`config.mk`:
```
export PLATFORM = sky130hd
export DESIGN_NAME = csr_mailbox_bridge
export DESIGN_NICKNAME = d
export VERILOG_FILES = /design/src/rtl/mbx_pkg.sv /design/src/rtl/mbx_sequencer.sv /design/src/rtl/mbx_host_regs.sv /design/src/rtl/csr_mailbox_bridge.sv
export SDC_FILE = /design/constraint.sdc
export NUM_CORES = 1
export LEC_CHECK = 0
export ABC_AREA = 1
export BUFFER_PORTS_ARGS = -buffer_cell sky130_fd_sc_hd__buf_2
export CORE_MARGIN = 8
export CORE_UTILIZATION = 30
export CTS_BUF_LIST = sky130_fd_sc_hd__clkbuf_4 sky130_fd_sc_hd__clkbuf_8
export DETAILED_ROUTE_END_ITERATION = 6
export GPL_TIMING_DRIVEN = 0
export SYNTH_ARGS = -nofsm -noshare
export SYNTH_HDL_FRONTEND = slang
export SYNTH_SLANG_ARGS = --single-unit
```
`constraint.sdc`:
```
create_clock -name clk -period 3.59 [get_ports clk]
set_input_delay 0.718 -clock clk [delete_from_list [all_inputs] [get_ports clk]]
set_output_delay 0.718 -clock clk [all_outputs]
set_load 0.05 [all_outputs]
```
`src/rtl/mbx_pkg.sv`:
```
package mbx_pkg;
  localparam int HOST_AW = 8;
  localparam logic [HOST_AW-1:0] OFS_CMD   = 8'h30;
  localparam logic [HOST_AW-1:0] OFS_DATA  = 8'h38;
  localparam logic [HOST_AW-1:0] OFS_PSEL  = 8'h40;
  localparam logic [HOST_AW-1:0] OFS_SCRCH = 8'h48;

  localparam int CMD_RD_BIT  = 0;
  localparam int CMD_WR_BIT  = 1;
  localparam int CMD_ACK_BIT = 2;
  localparam int CMD_ADDR_LO = 32;

  typedef enum logic [1:0] {
    MBX_IDLE = 2'd0,
    MBX_REQ  = 2'd1,
    MBX_WAIT = 2'd2
  } mbx_state_e;
endpackage

```
`src/rtl/mbx_sequencer.sv`:
```
module mbx_sequencer
  import mbx_pkg::*;
#(
  parameter int IB_AW = 16,
  parameter int IB_DW = 32
) (
  input  logic             clk,
  input  logic             rst_n,
  input  logic             cmd_strobe,
  input  logic             cmd_rd,
  input  logic             cmd_wr,
  input  logic             cmd_ack,
  input  logic [IB_AW-1:0] cmd_addr,
  input  logic [IB_DW-1:0] cmd_wdata,
  output logic             ack,
  output logic             pend_rd,
  output logic             pend_wr,
  output logic [IB_AW-1:0] last_addr,
  output logic [IB_DW-1:0] rd_result,
  output logic             ib_req_valid,
  input  logic             ib_req_ready,
  output logic             ib_req_write,
  output logic [IB_AW-1:0] ib_req_addr,
  output logic [IB_DW-1:0] ib_req_wdata,
  input  logic             ib_rsp_valid,
  input  logic [IB_DW-1:0] ib_rsp_rdata
);
  mbx_state_e       state_q, state_d;
  logic             ack_q, ack_d;
  logic             dir_wr_q;
  logic [IB_AW-1:0] addr_q;
  logic [IB_DW-1:0] wdat_q;
  logic [IB_DW-1:0] rdat_q;
  logic             accept, clear_ack, rsp_take, rdat_en;

  assign accept    = cmd_strobe && !cmd_ack && (state_q == MBX_IDLE) && !ack_q &&
                     (cmd_rd ^ cmd_wr);
  assign clear_ack = cmd_strobe && cmd_ack && ack_q;
  assign rsp_take  = (state_q == MBX_WAIT) && ib_rsp_valid;
  assign rdat_en   = rsp_take && !dir_wr_q;

  always_comb begin
    state_d = state_q;
    ack_d   = ack_q;
    case (state_q)
      MBX_IDLE: if (accept) state_d = MBX_REQ;
      MBX_REQ:  if (ib_req_ready) state_d = MBX_WAIT;
      MBX_WAIT: if (ib_rsp_valid) begin
        state_d = MBX_IDLE;
        ack_d   = 1'b1;
      end
      default:  state_d = MBX_IDLE;
    endcase
    if (clear_ack) ack_d = 1'b0;
  end

  always_ff @(posedge clk or negedge rst_n) begin
    if (!rst_n) begin
      state_q <= MBX_IDLE;
      ack_q   <= 1'b0;
    end else begin
      state_q <= state_d;
      ack_q   <= ack_d;
    end
  end

  always_ff @(posedge clk or negedge rst_n) begin
    if (!rst_n) begin
      dir_wr_q <= 1'b0;
      addr_q   <= '0;
      wdat_q   <= '0;
    end else if (accept) begin
      dir_wr_q <= cmd_wr;
      addr_q   <= cmd_addr;
      wdat_q   <= cmd_wdata;
    end
  end

  always_ff @(posedge clk or negedge rst_n) begin
    if (!rst_n)       rdat_q <= '0;
    else if (rdat_en) rdat_q <= ib_rsp_rdata;
  end

  assign ack          = ack_q;
  assign pend_rd      = (state_q != MBX_IDLE) && !dir_wr_q;
  assign pend_wr      = (state_q != MBX_IDLE) && dir_wr_q;
  assign last_addr    = addr_q;
  assign rd_result    = rdat_q;
  assign ib_req_valid = (state_q == MBX_REQ);
  assign ib_req_write = dir_wr_q;
  assign ib_req_addr  = addr_q;
  assign ib_req_wdata = wdat_q;

  a_r2_req_held: assert property (@(posedge clk) disable iff (!rst_n)
    ib_req_valid && !ib_req_ready |=> ib_req_valid && $stable(ib_req_addr) &&
    $stable(ib_req_wdata) && $stable(ib_req_write));
  a_r4_ack_after_rsp: assert property (@(posedge clk) disable iff (!rst_n)
    (state_q == MBX_WAIT) && ib_rsp_valid |=> ack);
  a_r4_ack_sticky: assert property (@(posedge clk) disable iff (!rst_n)
    ack && !(cmd_strobe && cmd_ack) |=> ack);
  a_r5_ack_cleared: assert property (@(posedge clk) disable iff (!rst_n)
    ack && cmd_strobe && cmd_ack |=> !ack);
  a_r6_no_req_with_ack: assert property (@(posedge clk) disable iff (!rst_n)
    ack |-> !ib_req_valid);
  a_r7_illegal_dropped: assert property (@(posedge clk) disable iff (!rst_n)
    cmd_strobe && cmd_rd && cmd_wr && !ib_req_valid |=> !ib_req_valid);
endmodule

```
`src/rtl/mbx_host_regs.sv`:
```
module mbx_host_regs
  import mbx_pkg::*;
#(
  parameter int IB_AW     = 16,
  parameter int IB_DW     = 32,
  parameter int NUM_PORTS = 8,
  localparam int PSW      = $clog2(NUM_PORTS)
) (
  input  logic               clk,
  input  logic               rst_n,
  input  logic               host_wr_en,
  input  logic               host_rd_en,
  input  logic [HOST_AW-1:0] host_addr,
  input  logic [63:0]        host_wdata,
  output logic [63:0]        host_rdata,
  output logic               host_rvalid,
  output logic [PSW-1:0]     port_sel,
  output logic               cmd_strobe,
  output logic               cmd_rd,
  output logic               cmd_wr,
  output logic               cmd_ack,
  output logic [IB_AW-1:0]   cmd_addr,
  output logic [IB_DW-1:0]   cmd_wdata,
  input  logic               ack,
  input  logic               pend_rd,
  input  logic               pend_wr,
  input  logic [IB_AW-1:0]   last_addr,
  input  logic [IB_DW-1:0]   rd_result
);
  logic [IB_DW-1:0] wr_hold_q;
  logic [PSW-1:0]   psel_q;
  logic [63:0]      scr_q;
  logic [63:0]      rdata_q, rdata_d;
  logic             rvalid_q;
  logic             wr_data_en, wr_psel_en, wr_scr_en;

  assign wr_data_en = host_wr_en && (host_addr == OFS_DATA);
  assign wr_psel_en = host_wr_en && (host_addr == OFS_PSEL);
  assign wr_scr_en  = host_wr_en && (host_addr == OFS_SCRCH);
  assign cmd_strobe = host_wr_en && (host_addr == OFS_CMD);
  assign cmd_rd     = host_wdata[CMD_RD_BIT];
  assign cmd_wr     = host_wdata[CMD_WR_BIT];
  assign cmd_ack    = host_wdata[CMD_ACK_BIT];
  assign cmd_addr   = host_wdata[CMD_ADDR_LO +: IB_AW];
  assign cmd_wdata  = wr_hold_q;

  always_comb begin
    rdata_d = '0;
    case (host_addr)
      OFS_CMD: begin
        rdata_d[CMD_RD_BIT]               = pend_rd;
        rdata_d[CMD_WR_BIT]               = pend_wr;
        rdata_d[CMD_ACK_BIT]              = ack;
        rdata_d[CMD_ADDR_LO +: IB_AW]     = last_addr;
      end
      OFS_DATA: begin
        rdata_d[IB_DW-1:0]    = rd_result;
        rdata_d[32 +: IB_DW]  = wr_hold_q;
      end
      OFS_PSEL:  rdata_d[PSW-1:0] = psel_q;
      OFS_SCRCH: rdata_d = scr_q;
      default:   rdata_d = '0;
    endcase
  end

  always_ff @(posedge clk or negedge rst_n) begin
    if (!rst_n)          wr_hold_q <= '0;
    else if (wr_data_en) wr_hold_q <= host_wdata[32 +: IB_DW];
  end

  always_ff @(posedge clk or negedge rst_n) begin
    if (!rst_n)          psel_q <= '0;
    else if (wr_psel_en) psel_q <= host_wdata[PSW-1:0];
  end

  always_ff @(posedge clk or negedge rst_n) begin
    if (!rst_n)         scr_q <= '0;
    else if (wr_scr_en) scr_q <= host_wdata;
  end

  always_ff @(posedge clk or negedge rst_n) begin
    if (!rst_n) begin
      rdata_q  <= '0;
      rvalid_q <= 1'b0;
    end else begin
      rvalid_q <= host_rd_en;
      if (host_rd_en) rdata_q <= rdata_d;
    end
  end

  assign host_rdata  = rdata_q;
  assign host_rvalid = rvalid_q;
  assign port_sel    = psel_q;

  a_r10_read_latency: assert property (@(posedge clk) disable iff (!rst_n)
    host_rd_en |=> host_rvalid);
  a_r8_psel_hold: assert property (@(posedge clk) disable iff (!rst_n)
    !wr_psel_en |=> $stable(port_sel));
  a_r3_low_half_host_proof: assert property (@(posedge clk) disable iff (!rst_n)
    wr_data_en |=> $stable(rd_result));
endmodule

```
`src/rtl/csr_mailbox_bridge.sv`:
```
module csr_mailbox_bridge
  import mbx_pkg::*;
#(
  parameter int IB_AW     = 16,
  parameter int IB_DW     = 32,
  parameter int NUM_PORTS = 8,
  localparam int PSW      = $clog2(NUM_PORTS)
) (
  input  logic               clk,
  input  logic               rst_n,
  input  logic               host_wr_en,
  input  logic               host_rd_en,
  input  logic [HOST_AW-1:0] host_addr,
  input  logic [63:0]        host_wdata,
  output logic [63:0]        host_rdata,
  output logic               host_rvalid,
  output logic [PSW-1:0]     port_sel,
  output logic               ib_req_valid,
  input  logic               ib_req_ready,
  output logic               ib_req_write,
  output logic [IB_AW-1:0]   ib_req_addr,
  output logic [IB_DW-1:0]   ib_req_wdata,
  input  logic               ib_rsp_valid,
  input  logic [IB_DW-1:0]   ib_rsp_rdata
);
  logic             cmd_strobe, cmd_rd, cmd_wr, cmd_ack;
  logic [IB_AW-1:0] cmd_addr, last_addr;
  logic [IB_DW-1:0] cmd_wdata, rd_result;
  logic             ack, pend_rd, pend_wr;

  mbx_host_regs #(.IB_AW(IB_AW), .IB_DW(IB_DW), .NUM_PORTS(NUM_PORTS)) u_regs (
    .clk(clk), .rst_n(rst_n),
    .host_wr_en(host_wr_en), .host_rd_en(host_rd_en), .host_addr(host_addr),
    .host_wdata(host_wdata), .host_rdata(host_rdata), .host_rvalid(host_rvalid),
    .port_sel(port_sel),
    .cmd_strobe(cmd_strobe), .cmd_rd(cmd_rd), .cmd_wr(cmd_wr), .cmd_ack(cmd_ack),
    .cmd_addr(cmd_addr), .cmd_wdata(cmd_wdata),
    .ack(ack), .pend_rd(pend_rd), .pend_wr(pend_wr),
    .last_addr(last_addr), .rd_result(rd_result)
  );

  mbx_sequencer #(.IB_AW(IB_AW), .IB_DW(IB_DW)) u_seq (
    .clk(clk), .rst_n(rst_n),
    .cmd_strobe(cmd_strobe), .cmd_rd(cmd_rd), .cmd_wr(cmd_wr), .cmd_ack(cmd_ack),
    .cmd_addr(cmd_addr), .cmd_wdata(cmd_wdata),
    .ack(ack), .pend_rd(pend_rd), .pend_wr(pend_wr),
    .last_addr(last_addr), .rd_result(rd_result),
    .ib_req_valid(ib_req_valid), .ib_req_ready(ib_req_ready),
    .ib_req_write(ib_req_write), .ib_req_addr(ib_req_addr),
    .ib_req_wdata(ib_req_wdata), .ib_rsp_valid(ib_rsp_valid),
    .ib_rsp_rdata(ib_rsp_rdata)
  );

  a_r1_idle_after_reset: assert property (@(posedge clk) disable iff (!rst_n)
    $rose(rst_n) |-> !ib_req_valid);
endmodule

```
Word level (Yosys, flattened, before mapping)
Cells that the tools add are included.
{"block": "totals", "in_bits": 110, "elab_cells": 55, "regBits": 248, "out_inout_bits": 118}
{"block": "op_classes", "reduce_logical": 23, "bitwise": 1, "mux": 11, "n_eq_ne": 9}
{"cell": "case mux 29 bit (2 select lines)", "n": 1}
{"cell": "case mux 16 bit (3 select lines)", "n": 1}
{"cell": "case mux 16 bit (2 select lines)", "n": 1}
{"cell": "== test 8 x 6 -> 1 bit (second input constant)", "n": 2}
{"cell": "== test 8 x 7 -> 1 bit (second input constant)", "n": 2}
{"cell": "logical AND 1 bit", "n": 14}
{"cell": "case mux 3 bit (4 select lines)", "n": 1}
{"cell": "two-way mux 2 bit", "n": 3}
{"cell": "case mux 2 bit (3 select lines)", "n": 1}
{"cell": "nonzero test 2 bit", "n": 3}
{"cell": "!= test 2 x 1 -> 1 bit (second input constant)", "n": 2}
{"cell": "zero test 1 bit", "n": 3}
{"cell": "two-way mux 1 bit", "n": 3}
{"cell": "AND reduction 3 bit", "n": 1}
{"cell": "== test 2 x 1 -> 1 bit (second input constant)", "n": 1}
{"cell": "== test 2 bit (second input constant)", "n": 1}
{"cell": "zero test 2 bit", "n": 1}
{"cell": "!= test 2 bit (second input constant)", "n": 1}
{"cell": "AND reduction 2 bit", "n": 1}
{"cell": "XOR 1 bit", "n": 1}

Logic depth before layout (Yosys ltp)
{"block": "depth", "depth_word": 8, "ltp_mapped": 10, "depth_no_buf": 9}

Modules after synthesis
A second synthesis with hierarchy kept.
{"block": "unflattened", "cells_unflattened": 1327, "area_unflattened_um2": 11110.7}
{"module": "mbx_host_regs", "seq_area_each_um2": 4103.9, "instances": 1, "cells_each": 940, "area_each_um2": 7656.1}
{"module": "mbx_sequencer", "seq_area_each_um2": 2102.0, "instances": 1, "cells_each": 387, "area_each_um2": 3454.6}

Least setup slack after synthesis
Ideal clock, no wire load.
{"block": "synth_timing", "kind": "input to register", "start": "input host_addr[0]", "end": "register u_regs.scr_q[22]", "slack_ns": 1.786, "arrival_ns": 1.688, "setup_ns": 0.117, "required_ns": 3.473, "cell_stages": 10, "path_cell_list": "inv_1 > nand2_1 > nor2_4 > and2_1 > buf_6 > nand2_4 > buf_6 > buf_6 > nand2_1 > nand2_1"}
{"block": "synth_via", "elab_chain_cells": 2}
{"item": "start, declared", "line_no": "csr_mailbox_bridge.sv:13", "text": "input logic [HOST_AW-1:0] host_addr,"}
{"item": "== test 8 x 7 -> 1 bit", "line_no": "mbx_host_regs.sv:39", "text": "assign wr_scr_en = host_wr_en && (host_addr == OFS_SCRCH);"}
{"item": "logical AND 1 bit", "line_no": "mbx_host_regs.sv:39"}
{"item": "end signal, assigned", "line_no": "mbx_host_regs.sv:78", "text": "else if (wr_scr_en) scr_q <= host_wdata;"}
{"item": "end, declared", "line_no": "mbx_host_regs.sv:32", "text": "logic [63:0] scr_q;"}
No other way between the ends.
A chain may end at the register's enable or synchronous reset.

Worst setup path in the final report
{"block": "layout_timing", "start": "register u_seq.state_q[1]", "end": "output ib_req_valid"}
{"block": "layout_via", "elab_chain_cells": 1}
{"item": "start, declared", "line_no": "mbx_sequencer.sv:28", "text": "mbx_state_e state_q, state_d;"}
{"item": "start signal, assigned", "line_no": "mbx_sequencer.sv:62", "text": "state_q <= state_d;"}
{"item": "== test 2 x 1 -> 1 bit", "line_no": "mbx_sequencer.sv:89", "text": "assign ib_req_valid = (state_q == MBX_REQ);"}
{"item": "end, declared", "line_no": "csr_mailbox_bridge.sv:18", "text": "output logic ib_req_valid,"}
No other way between the ends.

==> run_results.csv <==
group,metric,value,unit
outcome,status,"complete, no violations",
clocking,numCtsBuffers,45,
worst_setup_path,crit_type,"reg -> out",
floorplan,die_w,202,um
clocking,path_clk_slew,60,ps
floorplan,rows,68,
pwr,max-vdd-ir-drop,231,uV
detailed_routing,final_antenna_net_count,0,
sta,finalHoldViolations,0,
detailed_routing,drt-met1-wl,14700,um
worst_setup_path,arrival,1450,ps
floorplan,core-area,0.0343,mm2
clocking,cts_resized,0,
sta,hold_ws,148,ps
sta,min_period_over_period,0.605,
place,post-place-cells,1864,
finish,area_delta_synth_final,26.8,%
pwr,sequentialPowerShare,0.472,
finish,stdcell_area,0.0131,mm2
global_routing,grt_max_degree,94,
floorplan,start_util,0.302,
finish,final_cell_mix,"518 x nand2_1, 249 x buf_2, 248 x dfrtp_1",
detailed_routing,met3_wirelength,2010,um
pwr,clkPwrFrac,0.476,
clocking,ctsLongestPathBuffers,3,
clocking,cts.htree.levels,2,
sta,rsz0062_at_grt,"no",
finish,layout_commonest_cell,"nand2_1",
sta,setup_viol,0,
floorplan,ios,228,
floorplan,die_y,202,um
detailed_routing,drt_iter0_markers,410,
synthesis,synth-seq-cells,248,
place,dpl_cell_area,0.0121,mm2
place,portBuffers,226,
pwr,cellLeakagePower,7.25,nW
detailed_routing,post_drt_wl_per_cell,17.5,um
finish,layout-drive-gt1-share,0.259,
hold_path,hold_class,"in -> async",
worst_setup_path,worst_setup_path_start_kind,"register",
global_routing,first_global_vias,9225,
pwr,power_density,475,mW/mm2
global_routing,grt_overflow,0,
detailed_routing,vias,8775,
synthesis,syn-cell-area,0.0104,mm2
finish,nNetsFinal,1566,
detailed_routing,wl_met2,16500,um
worst_setup_path,critPathMaxFanout,3,
synthesis,yosysSeqAreaShare,0.599,
synthesis,synth.distinct_cells,25,
global_routing,antenna_found_initial,5,
pwr,swShare,0.236,
pwr,p_sw,1.47,mW
detailed_routing,highest_layer,"met5",
detailed_routing,first_pass_iters,5,
sta,worstMarginPinSlew,745,ps
finish,fin_util,0.383,
detailed_routing,wirelength,34100,um
clocking,cts_tree,"yes",
clocking,clk_latency,570,ps
sta,fmax,0.460,GHz
detailed_routing,drcViolationCount,0,
worst_setup_path,required,2870,ps
sta,max-slew-margin-rel,0.504,
place,dp_hpwl,24400,um
clocking,cts.sinks,248,
detailed_routing,vias_per_cell,4.51,
synthesis,syn_nets,1291,
global_routing,grt_pass1_wl,53300,um
clocking,postCtsSetupRepairBufs,0,
floorplan,dieArea,0.0407,mm2
synthesis,syn_area_per_cell,8.77,um2
synthesis,synthCells,1181,
global_routing,track_usage,0.165,
synthesis,yosysWarningCount,0,
clocking,postCtsHoldBufs,0,
pwr,combPwrFrac,0.052,
sta,fin_skew,21.4,ps
worst_setup_path,crit_path_end_kind,"primary output",
pwr,p_int,4.76,mW
sta,period_minus_slack,2170,ps
finish,fin_cells,1946,
sta,drv_slew,0,
clocking,root_buffer,"clkbuf_8",
place,gp_congestion,0.795,
job,cap_violations,0,
final timing paths:
path,from,end,slack [ps],depth (start not counted)
max in group asynchronous,rst_n,u_seq.ib_req_addr[12]$_DFFE_PN0P_,2520,2
min in group clk,host_rd_en,u_regs.host_rvalid$_DFF_PN0_,320,1
max reg2reg,u_seq.state_q[0]$_DFFE_PN0P_,u_seq.ib_req_addr[2]$_DFFE_PN0P_,1700,7
max,u_seq.state_q[1]$_DFFE_PN0P_,ib_req_valid,1420,4
min,rst_n,u_regs.host_rdata[18]$_DFFE_PN0P_,150,1
min reg2reg,u_regs.scr_q[24]$_DFFE_PN0P_,u_regs.scr_q[24]$_DFFE_PN0P_,470,2
routing by layer:
layer,up-vias,global-route usage
met5,-,0
met4,6,0.0506
met2,219,0.275
met3,60,0.0426
met1,4228,0.208
li1,4262,-
sequential cells by signal, summed over array words and instances (netlist names):
signal              cells
u_regs.host_rdata      64
u_regs.scr_q           64
u_regs.cmd_wdata       32
u_seq.ib_req_wdata     32
u_seq.rd_result        32
u_seq.ib_req_addr      16
u_regs.port_sel         3
u_seq.state_q           2
u_regs.host_rvalid      1
u_seq.ack               1
u_seq.ib_req_write      1
power groups by stage:
| stage | logic, mW | registers (mW) | clock network [mW] |
|---|---|---|---|
| 2_1_floorplan | 0.133 | 2.99 | 0 |
| 3_3_place_gp | 0.319 | 2.99 | 0 |
| 3_5_place_dp | 0.335 | 2.99 | 0 |
| 4_1_cts | 0.336 | 2.94 | 3.07 |
| 5_1_grt | 0.371 | 2.95 | 3.18 |
| 6_report | 0.326 | 2.94 | 2.97 |
synth_stat cells:
library cell    n  area [um2]
buf_1           2        7.51
mux2_2         32         360
inv_1          78         293
nor2_2          1        6.26
nand3_1        76         380
dfrtp_1       248        6210
buf_6           4        45.0
nand2_2         1        6.26
a21oi_1         3        15.0
nor2_4          3        33.8
inv_4           1        6.26
o21ai_0        94         470
o21ai_1        43         215
inv_2           3        11.3
and2_1          1        6.26
nand3_2         1        10.0
nor2_1          8        30.0
and3_1          1        6.26
buf_4           3        22.5
nand2_1       518        1940
clkbuf_1       31         116
buf_2          24         120
nand2_4         2        22.5
clkbuf_2        2        10.0
o31ai_1         1        7.51
worst max-delay path, cell delays in order, from the launching register on:
cell and delay [ps]:
dfrtp_1 380, inv_1 90, nand2_1 60, inv_1 70
buf_2 290
area by class of cell:
cell class	count	area, um2
antenna	2	5.00
tap	455	569
timing repair buffer	228	1200
buffer	66	322
inverter	82	310
sequential	248	6210
fill	3548	21200
clock inverter	8	92.6
multi-input combinational	785	3510
clock buffer	72	916
per-stage QoR:
stage | TNS [ps] | total power [mW] | setup WS (ps)
finish | 0 | 6.24 | 1420
global route | 0 | 6.50 | 1310
CTS | 0 | 6.35 | 1350
detailed placement | 0 | 3.33 | 1030
global placement | -693470 | 3.31 | -2830
floorplan | 0 | 3.13 | 1790
kinds of logic (layout without fill, tap and decap cells):
family                 Yosys count  count (layout)  synth area share
buffers and inverters          148             456            0.0610
other                            0               2                 0
muxes                           32              32            0.0348
DFF                            248             248             0.599
and+or+nand+nor                612             612             0.236
AOI/OAI and AO/OA              141             141            0.0684
(Power assumes the default switching activity.)
